<file path="src/rtl/adc_cfg_pkg.sv">
package adc_cfg_pkg;

    localparam int ADDR_W     = 8;
    localparam int DATA_W     = 16;
    localparam int FRAME_BITS = ADDR_W + DATA_W;

    typedef enum logic [1:0] {
        STEP_PIN  = 2'd0,
        STEP_SPI  = 2'd1,
        STEP_WAIT = 2'd2
    } step_kind_t;

    typedef struct packed {
        step_kind_t        kind;
        logic              rst_n;
        logic              pd;
        logic [ADDR_W-1:0] addr;
        logic [DATA_W-1:0] data;
    } step_t;

    function automatic step_t pin_step(input logic r, input logic p);
        step_t s;
        s.kind  = STEP_PIN;
        s.rst_n = r;
        s.pd    = p;
        s.addr  = '0;
        s.data  = '0;
        return s;
    endfunction

    function automatic step_t spi_step(input logic [ADDR_W-1:0] a, input logic [DATA_W-1:0] d);
        step_t s;
        s.kind  = STEP_SPI;
        s.rst_n = 1'b1;
        s.pd    = 1'b0;
        s.addr  = a;
        s.data  = d;
        return s;
    endfunction

endpackage

</file>
<file path="src/rtl/adc_cfg_tick.sv">
module adc_cfg_tick #(
    parameter int TICK_CYCLES = 1024
) (
    input  logic clk_i,
    input  logic rst_ni,
    input  logic run_i,
    output logic tick_end_o
);
    localparam int CNT_W = (TICK_CYCLES > 1) ? $clog2(TICK_CYCLES) : 1;
    localparam logic [CNT_W-1:0] LAST = CNT_W'(TICK_CYCLES - 1);

    logic [CNT_W-1:0] cnt_d, cnt_q;

    always_comb begin
        cnt_d = cnt_q;
        if (!run_i) begin
            cnt_d = '0;
        end else if (cnt_q == LAST) begin
            cnt_d = '0;
        end else begin
            cnt_d = cnt_q + 1'b1;
        end
    end

    always_ff @(posedge clk_i or negedge rst_ni) begin
        if (!rst_ni) cnt_q <= '0;
        else         cnt_q <= cnt_d;
    end

    // Terminal count is LAST, which the counter can reach.
    assign tick_end_o = run_i && (cnt_q == LAST);

    assert_wrap_to_zero_R3: assert property (@(posedge clk_i) disable iff (!rst_ni)
        $past(tick_end_o) |-> (cnt_q == '0));

endmodule

</file>
<file path="src/rtl/adc_cfg_spi.sv">
module adc_cfg_spi
    import adc_cfg_pkg::*;
#(
    parameter int CLK_DIV = 10
) (
    input  logic                  clk_i,
    input  logic                  rst_ni,
    input  logic                  go_i,
    input  logic [FRAME_BITS-1:0] frame_i,
    output logic                  sclk_o,
    output logic                  mosi_o,
    output logic                  cs_n_o
);
    localparam int HALF  = (CLK_DIV >= 2) ? CLK_DIV / 2 : 1;
    localparam int DIV_W = (HALF > 1) ? $clog2(HALF) : 1;
    localparam int BIT_W = $clog2(FRAME_BITS);
    localparam logic [DIV_W-1:0] DIV_LAST = DIV_W'(HALF - 1);
    localparam logic [BIT_W-1:0] BIT_LAST = BIT_W'(FRAME_BITS - 1);

    typedef struct packed {
        logic                  active;
        logic                  cs_n;
        logic                  sclk;
        logic [DIV_W-1:0]      div;
        logic [BIT_W-1:0]      bitn;
        logic [FRAME_BITS-1:0] shreg;
    } spi_state_t;

    spi_state_t d, q;

    always_comb begin
        d = q;
        if (!q.active) begin
            if (go_i) begin
                d.active = 1'b1;
                d.cs_n   = 1'b0;
                d.sclk   = 1'b0;
                d.div    = '0;
                d.bitn   = '0;
                d.shreg  = frame_i;
            end
        end else if (q.div == DIV_LAST) begin
            d.div = '0;
            if (!q.sclk) begin
                d.sclk = 1'b1;
            end else begin
                d.sclk = 1'b0;
                if (q.bitn == BIT_LAST) begin
                    d.active = 1'b0;
                    d.cs_n   = 1'b1;
                end else begin
                    d.bitn  = q.bitn + 1'b1;
                    d.shreg = {q.shreg[FRAME_BITS-2:0], 1'b0};
                end
            end
        end else begin
            d.div = q.div + 1'b1;
        end
    end

    always_ff @(posedge clk_i or negedge rst_ni) begin
        if (!rst_ni) begin
            q.active <= 1'b0;
            q.cs_n   <= 1'b1;
            q.sclk   <= 1'b0;
            q.div    <= '0;
            q.bitn   <= '0;
            q.shreg  <= '0;
        end else begin
            q <= d;
        end
    end

    assign sclk_o = q.sclk;
    assign cs_n_o = q.cs_n;
    assign mosi_o = q.active & q.shreg[FRAME_BITS-1];

    assert_sclk_idle_R5: assert property (@(posedge clk_i) disable iff (!rst_ni)
        cs_n_o |-> !sclk_o);

    assert_mosi_hold_R5: assert property (@(posedge clk_i) disable iff (!rst_ni)
        (sclk_o && $past(sclk_o)) |-> $stable(mosi_o));

endmodule

</file>
<file path="src/rtl/adc_cfg_rom.sv">
module adc_cfg_rom
    import adc_cfg_pkg::*;
#(
    parameter int          JITTER_EN    = 1,
    parameter int          DRIVE_WRITES = 0,
    parameter logic [15:0] LVDS_MODE    = 16'h0001,
    parameter int          STEP_W       = 5
) (
    input  logic [STEP_W-1:0] idx_i,
    output step_t             entry_o
);
    localparam int JIT      = (JITTER_EN != 0) ? 1 : 0;
    localparam int IDX_JIT  = 9;
    localparam int IDX_DRV  = IDX_JIT + JIT;
    localparam int IDX_PDHI = IDX_DRV + DRIVE_WRITES;
    localparam int IDX_PDLO = IDX_PDHI + 1;

    logic [STEP_W-1:0] drv_off;
    logic [15:0]       drv_val;
    logic              jit_hit;

    assign drv_off = idx_i - STEP_W'(IDX_DRV);
    assign drv_val = 16'h0777 - 16'h0111 * 16'(drv_off);

    generate
        if (JIT != 0) begin : g_jit
            assign jit_hit = (idx_i == STEP_W'(IDX_JIT));
        end else begin : g_nojit
            assign jit_hit = 1'b0;
        end
    endgenerate

    always_comb begin
        entry_o      = pin_step(1'b1, 1'b0);
        entry_o.kind = STEP_WAIT;
        if      (idx_i == STEP_W'(0)) entry_o = pin_step(1'b0, 1'b0);
        else if (idx_i == STEP_W'(1)) entry_o = pin_step(1'b1, 1'b0);
        else if (idx_i == STEP_W'(2)) entry_o = pin_step(1'b1, 1'b1);
        else if (idx_i == STEP_W'(3)) entry_o = pin_step(1'b1, 1'b0);
        else if (idx_i == STEP_W'(4)) entry_o = spi_step(8'h31, 16'h0001);
        else if (idx_i == STEP_W'(5)) entry_o = spi_step(8'h3A, 16'h0202);
        else if (idx_i == STEP_W'(6)) entry_o = spi_step(8'h3B, 16'h0202);
        else if (idx_i == STEP_W'(7)) entry_o = spi_step(8'h53, LVDS_MODE);
        else if (idx_i == STEP_W'(8)) entry_o = spi_step(8'h56, 16'h0008);
        else if (jit_hit)             entry_o = spi_step(8'h30, 16'h00FF);
        else if (idx_i >= STEP_W'(IDX_DRV) && idx_i < STEP_W'(IDX_PDHI))
                                      entry_o = spi_step(8'h11, drv_val);
        else if (idx_i == STEP_W'(IDX_PDHI)) entry_o = pin_step(1'b1, 1'b1);
        else if (idx_i == STEP_W'(IDX_PDLO)) entry_o = pin_step(1'b1, 1'b0);
    end

endmodule

</file>
<file path="src/rtl/adc_cfg_seq.sv">
module adc_cfg_seq
    import adc_cfg_pkg::*;
#(
    parameter int          TICK_CYCLES    = 1024,
    parameter int          CLK_DIV        = 10,
    parameter int          STARTUP_CYCLES = 2000,
    parameter int          JITTER_EN      = 1,
    parameter int          DRIVE_WRITES   = 0,
    parameter logic [15:0] LVDS_MODE      = 16'h0001
) (
    input  logic clk_i,
    input  logic rst_ni,
    input  logic start_i,
    output logic busy_o,
    output logic done_o,
    output logic adc_rst_n_o,
    output logic adc_pd_o,
    output logic spi_sclk_o,
    output logic spi_mosi_o,
    output logic spi_cs_n_o
);
    localparam int JIT        = (JITTER_EN != 0) ? 1 : 0;
    localparam int N_WRITES   = 5 + JIT + DRIVE_WRITES;
    localparam int IDX_WAIT   = 4 + N_WRITES + 2;
    localparam int WAIT_TICKS = (STARTUP_CYCLES + TICK_CYCLES - 1) / TICK_CYCLES;
    localparam int STEP_W     = $clog2(IDX_WAIT + 2);
    localparam int WAIT_W     = (WAIT_TICKS > 1) ? $clog2(WAIT_TICKS) : 1;
    localparam int SUP_W      = $clog2(STARTUP_CYCLES + 1);
    localparam logic [WAIT_W-1:0] WAIT_LAST = WAIT_W'(WAIT_TICKS - 1);

    typedef struct packed {
        logic              busy;
        logic              done;
        logic              entry;
        logic [STEP_W-1:0] step;
        logic [WAIT_W-1:0] wait_cnt;
        logic              adc_rst_n;
        logic              adc_pd;
    } seq_state_t;

    seq_state_t d, q;
    step_t      rec;
    logic       tick_end;
    logic       spi_go;
    logic [SUP_W-1:0] since_pd_d, since_pd_q;

    adc_cfg_rom #(
        .JITTER_EN   (JITTER_EN),
        .DRIVE_WRITES(DRIVE_WRITES),
        .LVDS_MODE   (LVDS_MODE),
        .STEP_W      (STEP_W)
    ) u_rom (
        .idx_i  (q.step),
        .entry_o(rec)
    );

    adc_cfg_tick #(
        .TICK_CYCLES(TICK_CYCLES)
    ) u_tick (
        .clk_i     (clk_i),
        .rst_ni    (rst_ni),
        .run_i     (q.busy),
        .tick_end_o(tick_end)
    );

    assign spi_go = q.busy && q.entry && (rec.kind == STEP_SPI);

    adc_cfg_spi #(
        .CLK_DIV(CLK_DIV)
    ) u_spi (
        .clk_i  (clk_i),
        .rst_ni (rst_ni),
        .go_i   (spi_go),
        .frame_i({rec.addr, rec.data}),
        .sclk_o (spi_sclk_o),
        .mosi_o (spi_mosi_o),
        .cs_n_o (spi_cs_n_o)
    );

    always_comb begin
        d       = q;
        d.done  = 1'b0;
        d.entry = 1'b0;
        if (!q.busy) begin
            if (start_i) begin
                d.busy     = 1'b1;
                d.step     = '0;
                d.entry    = 1'b1;
                d.wait_cnt = '0;
            end
        end else begin
            if (rec.kind == STEP_PIN) begin
                d.adc_rst_n = rec.rst_n;
                d.adc_pd    = rec.pd;
            end
            if (tick_end) begin
                if (rec.kind == STEP_WAIT) begin
                    if (q.wait_cnt == WAIT_LAST) begin
                        d.busy = 1'b0;
                        d.done = 1'b1;
                    end else begin
                        d.wait_cnt = q.wait_cnt + 1'b1;
                    end
                end else begin
                    d.step  = q.step + 1'b1;
                    d.entry = 1'b1;
                end
            end
        end
    end

    // Cycles since power-down was last released, saturating at the startup time.
    always_comb begin
        since_pd_d = since_pd_q;
        if (q.adc_pd) begin
            since_pd_d = '0;
        end else if (since_pd_q != SUP_W'(STARTUP_CYCLES)) begin
            since_pd_d = since_pd_q + 1'b1;
        end
    end

    always_ff @(posedge clk_i or negedge rst_ni) begin
        if (!rst_ni) begin
            q.busy      <= 1'b0;
            q.done      <= 1'b0;
            q.entry     <= 1'b0;
            q.step      <= '0;
            q.wait_cnt  <= '0;
            q.adc_rst_n <= 1'b1;
            q.adc_pd    <= 1'b0;
            since_pd_q  <= '0;
        end else begin
            q          <= d;
            since_pd_q <= since_pd_d;
        end
    end

    assign busy_o      = q.busy;
    assign done_o      = q.done;
    assign adc_rst_n_o = q.adc_rst_n;
    assign adc_pd_o    = q.adc_pd;

    assert_done_single_R2: assert property (@(posedge clk_i) disable iff (!rst_ni)
        done_o |=> !done_o);

    assert_done_idle_R2: assert property (@(posedge clk_i) disable iff (!rst_ni)
        done_o |-> !busy_o);

    assert_start_ignored_R12: assert property (@(posedge clk_i) disable iff (!rst_ni)
        (busy_o && start_i && !tick_end) |=> (busy_o && $stable(q.step)));

    assert_frame_pins_R13: assert property (@(posedge clk_i) disable iff (!rst_ni)
        !spi_cs_n_o |-> (adc_rst_n_o && !adc_pd_o));

    assert_startup_wait_R11: assert property (@(posedge clk_i) disable iff (!rst_ni)
        done_o |-> (since_pd_q == SUP_W'(STARTUP_CYCLES)));

endmodule

</file>
<file path="config.mk">
export PLATFORM = sky130hd
export DESIGN_NAME = adc_cfg_seq
export DESIGN_NICKNAME = d
export VERILOG_FILES = /design/src/rtl/adc_cfg_pkg.sv /design/src/rtl/adc_cfg_tick.sv /design/src/rtl/adc_cfg_spi.sv /design/src/rtl/adc_cfg_rom.sv /design/src/rtl/adc_cfg_seq.sv
export SDC_FILE = /design/constraint.sdc
export NUM_CORES = 1
export LEC_CHECK = 0
export ABC_AREA = 1
export BUFFER_PORTS_ARGS = -buffer_cell sky130_fd_sc_hd__clkbuf_2
export CORE_ASPECT_RATIO = 0.8
export CORE_MARGIN = 2
export CORE_UTILIZATION = 60
export CTS_BUF_LIST = sky130_fd_sc_hd__clkbuf_16
export DETAILED_ROUTE_END_ITERATION = 10
export GPL_TIMING_DRIVEN = 0
export HOLD_SLACK_MARGIN = 0.02
export PLACE_DENSITY_LB_ADDON = 0.25
export SETUP_SLACK_MARGIN = 0.3
export SLEW_MARGIN = 5
export SYNTH_ARGS = -nofsm -noshare
export SYNTH_HDL_FRONTEND = slang
export SYNTH_HIERARCHICAL = 1
export SYNTH_SLANG_ARGS = --single-unit
</file>
<file path="constraint.sdc">
create_clock -name clk_i -period 4.1 [get_ports clk_i]
set_input_delay 0.82 -clock clk_i [delete_from_list [all_inputs] [get_ports clk_i]]
set_output_delay 0.82 -clock clk_i [all_outputs]
set_load 0.05 [all_outputs]
</file>
After elaboration in Yosys (flattened, before gate mapping)
Cells that the tools add are included.
- register bits: 55
- bits of input ports: 3
- output and inout bits: 7
- add/subtract/negate cells: 7
- multipliers: 1
- order comparisons: 2
- equal/unequal tests: 23
- multiplexer cells: 36
- bitwise logic cells: 1
- reduce and logical (&&, ||, !) cells: 14
- operators with widths (kind ; count):
    $mux 28 ; 13
    $mux 29 ; 3
    $mux 35 ; 2
    $mux 10 ; 2
    $eq 4x3->1 const B ; 4
    $eq 4x4->1 const B ; 4
    $sub 11x13->14 const A ; 1
    $mul 9x4->13 const A ; 1
    $mux 6 ; 2
    $add 10x1->10 const B ; 1
    $eq 10x10->1 const B ; 1
    $ne 2x2->1 const B ; 5
    $eq 4x2->1 const B ; 2
    $mux 2 ; 4
    $mux 8 ; 1
    $reduce_and 4->1 ; 2
    $mux 1 ; 6
    $mux 3 ; 2
    $reduce_and 3->1 ; 2
    $add 5x1->5 const B ; 1
    $eq 5x5->1 const B ; 1
    $mux 5 ; 1
    $add 4x1->4 const B ; 1
    $eq 4x1->1 const B ; 1
    15 further kinds ; 21

Logic depth before layout (Yosys ltp)
- depth after elaboration: 18
- gate-level depth with buffers: 15

Cells and area by module
Netlist, hierarchy kept.
- by module, submodules not included (module ; times used ; cells an instance ; area each (um^2)):
    adc_cfg_spi ; 1 ; 263 ; 1848.0
    adc_cfg_tick ; 1 ; 62 ; 529.3
    adc_cfg_seq ; 1 ; 56 ; 479.2
    adc_cfg_rom ; 1 ; 50 ; 245.2

Worst setup path after synthesis
No wires, ideal clock.
- kind: flip-flop to flip-flop
- from: reg q (netlist bit busy_o)
- to: reg u_spi/q[10] (netlist bit)
- arrival time: 1.959 ns
- data required time: 3.983 ns
- setup slack: 2.024 ns
- stages on the path, launching flop included: 12
- buffers on the path: 2
- clock period less this slack: 2.076 ns
- cell sequence: dfrtp_1 -> inv_1 -> nor3_1 -> nor2_2 -> inv_2 -> nand2_2 -> nor2_4 -> nand2_1 -> buf_4 -> buf_6 -> nand2_1 -> nand2_1
- cells in the longest elaborated chain, start to end: 4
- RTL lines (item ; line ; text):
    from (decl) ; adc_cfg_seq.sv:41 ; seq_state_t d, q;
    $logic_and 1x1->1 (2 in a row) ; adc_cfg_seq.sv:66 ; assign spi_go = q.busy && q.entry && (rec.kind == STEP_SPI);
    named net spi_go ; adc_cfg_seq.sv:44 ; logic spi_go;
    $reduce_bool 2->1 (no source line) ; -- ;
    $reduce_and 4->1 (no source line) ; -- ;
    to (decl) ; adc_cfg_spi.sv:29 ; spi_state_t d, q;
The timed path passes the listed nets, and every way through them passes these cells.
A chain may end at the register's enable or synchronous reset.

==> results.json <==
{
  "dp_hpwl_mm": 4.15,
  "hold_viol": 0,
  "final.setup.tns_ns": 0,
  "synth_most_common_cell": "nand2_1",
  "r2r_slack_ns": 1.50,
  "grt_max_degree": 56,
  "grt-ovfl-total": 0,
  "synth_top_cells_by_count": "191 x nand2_1, 53 x dfrtp_1, 37 x inv_1",
  "clock_skew_ns": 0.00566,
  "ctsResizeCount": 0,
  "power_density_mw_per_mm2": 410,
  "grt_pass1_wl_mm": 10.7,
  "r2r-start": "q[5]",
  "startpoint": "q[5]",
  "die_area_mm2": 0.00576,
  "placed_area_mm2": 0.00325,
  "rsz0062_at_grt": "no",
  "cp.arrival_ns": 2.77,
  "drt-pass1-iter-count": 6,
  "diodes": 0,
  "synth_edf_count": 0,
  "holdBufCountCts": 0,
  "crit_path_end": "u_spi/q[14]",
  "muxShareOfSynthArea_pct": 0,
  "cp-start-kind": "flip-flop",
  "worst_pin_slew_ns": 0.726,
  "maxCapViolCount": 0,
  "final_layout_size_suffix_gt1_share_pct": 14.9,
  "synth_top_family_by_area": "simple AND/OR/NAND/NOR gates",
  "vdd_drop_max_mv": 0.345,
  "fin_nets": 462,
  "yosys-top-cells-area": "dfrtp_1 43%, nand2_1 23%, nand3_1 5.6%",
  "ioPinCount": 10,
  "stdcell_count": 517,
  "synth_xor_area_share_pct": 0.847,
  "rows": 23,
  "setup_viol": 0,
  "slew_viol_final": 0,
  "yosys.area_share.adder_pct": 2.02,
  "syn_to_final_growth_pct": 9.28,
  "port-buffer-count": 9,
  "clockRootBuffer": "clkbuf_16",
  "drt_iter0_markers": 160,
  "post_drt_wl_per_cell_um": 11.5,
  "antenna_left": 0,
  "cts_tree": "built",
  "gp_congestion": 0.796,
  "grt_pass1_vias": 2374,
  "clockBufferDepth": 2,
  "synth_top_area_cell": "dfrtp_1",
  "clk_latency_ns": 0.28,
  "synthSimpleGateAreaFrac_pct": 39.9,
  "cp_max_fo": 10,
  "dr_total_vias": 2649,
  "syn_area_mm2": 0.00310,
  "min_path_type": "flip-flop to flip-flop",
  "reg2regPathDepth": 15,
  "multi_input_comb_area_mm2": 0.00145,
  "wl_mm": 5.97,
  "core_mm2": 0.00501,
  "track_usage_pct": 23.3,
  "grt_antenna_before_repair": 0,
  "cts_buffers": 5,
  "avgViaCountPerCell": 5.12,
  "fill_cells": 413,
  "post-route-period-util_pct": 63.4,
  "synth_compound_area_share_pct": 2.99,
  "synth.top_cell.area_share_pct": 42.8,
  "htree_levels": 2,
  "syn_inst": 431,
  "placedCellCount": 509,
  "synthFlopType": "dfrtp_1",
  "hold_depth": 2,
  "required_ns": 4.27,
  "max_freq_mhz": 385,
  "rr_endpoint": "u_spi/q[14]",
  "post_cts_buffers": 0,
  "start_util_pct": 61.9,
  "clk_pin_slew_worst_paths_ns": 0.07,
  "worstSetupPathType": "flip-flop to flip-flop",
  "min_period_ns": 2.60,
  "status": "complete, no violations",
  "die_x_um": 84.4,
  "final_cell_area_mm2": 0.00339,
  "die_y_um": 68.3,
  "max-slew-margin-rel_pct": 51.6,
  "p_leak_uw": 0.00200,
  "seq_area_frac_synth_pct": 44.5,
  "clock_sinks": 55,
  "synth-seq-cells": 55,
  "async_reset_ff_share_pct": 100,
  "seqCellArea_mm2": 0.00138,
  "drc": 0,
  "end_kind": "flip-flop",
  "syn_avg_cell_area_um2": 7.20,
  "holdWs_ns": 0.468,
  "synth_cell_types": 30,
  "yosysWarnings": 6
}
per-layer routing:
layer	vias up	wire, um	global-route usage, %
li1	1353	-	-
met1	1234	2780	31.8
met2	58	2890	40.0
met3	4	270	3.62
met4	0	33	5.36
met5	-	0	0
registers in the layout, summed over array words and instances (netlist names):
signal        count
q                 6
adc_pd_o          1
u_spi/cs_n_o      1
u_tick/cnt_q     10
adc_rst_n_o       1
u_spi/sclk_o      1
u_spi/q          33
done_o            1
busy_o            1
through the flow:
step	util (%)	setup slack [ns]	power, uW
after floorplan	-	2.02	925
after global placement	64.9	1.68	985
after detailed placement	65.0	1.57	1000
after CTS	67.7	1.54	1400
after global routing	67.7	1.32	1480
final	67.7	1.50	1390
area by class of cell:
| cell class | count | area share, % |
|---|---|---|
| clock buffer | 5 | 3.69 |
| tap | 62 | 2.29 |
| sequential | 55 | 40.7 |
| multi-input combinational | 318 | 42.8 |
| clock inverter | 3 | 0.332 |
| buffer | 21 | 3.91 |
| timing repair buffer | 9 | 1.40 |
| inverter | 44 | 4.91 |
critical path, cell delays in order, from the launching register on:
cell and delay (ns):
dfrtp_1 0.51, nand2_1 0.12, inv_1 0.10, nor2_1 0.19
buf_4 0.15, nand2_1 0.04, nor3_1 0.36, nor2_2 0.10
inv_2 0.11, nand2_2 0.08, nor2_4 0.20, nand2_1 0.09
buf_4 0.19, buf_6 0.15, nand2_1 0.06, nand2_1 0.05
placed cells by master (no fill, tap or decap), drive strengths merged:
cell	n
a21oi	5
a31oi	1
buf	18
clkbuf	17
clkinv	3
conb	8
dfrtp	53
dfstp	2
ha	5
inv	44
nand2	201
nand3	38
nand4	4
nor2	38
nor3	4
o21ai	10
o21bai	1
xnor2	2
xor2	1
power breakdown:
part           switching [uW]  total, uW  internal (uW)
sequential               69.5        691            621
combinational             199        304            105
clock                     176        396            220
total                     444       1390            947
kinds of logic after synthesis:
kind of cell               after synthesis
and+or+nand+nor                        285
buffers and inverters                   65
DFF                                     55
AOI/OAI and AO/OA                       17
adders and majority gates                5
xor gates and xnor gates                 3
other                                    1
worst min-delay path by stage:
| stage | from | endpoint | slack [ns] |
|---|---|---|---|
| 2_1_floorplan | u_spi/q[0] | u_spi/q[0] | 0.44 |
| 3_3_place_gp | u_spi/q[12] | u_spi/q[12] | 0.45 |
| 3_5_place_dp | u_spi/q[21] | u_spi/q[21] | 0.46 |
| 4_1_cts | u_spi/q[16] | u_spi/q[16] | 0.48 |
| 5_1_grt | u_spi/cs_n_o | u_spi/cs_n_o | 0.50 |
| 6_report | u_spi/cs_n_o | u_spi/cs_n_o | 0.47 |
Note: power is estimated with default switching activity, not from simulation.
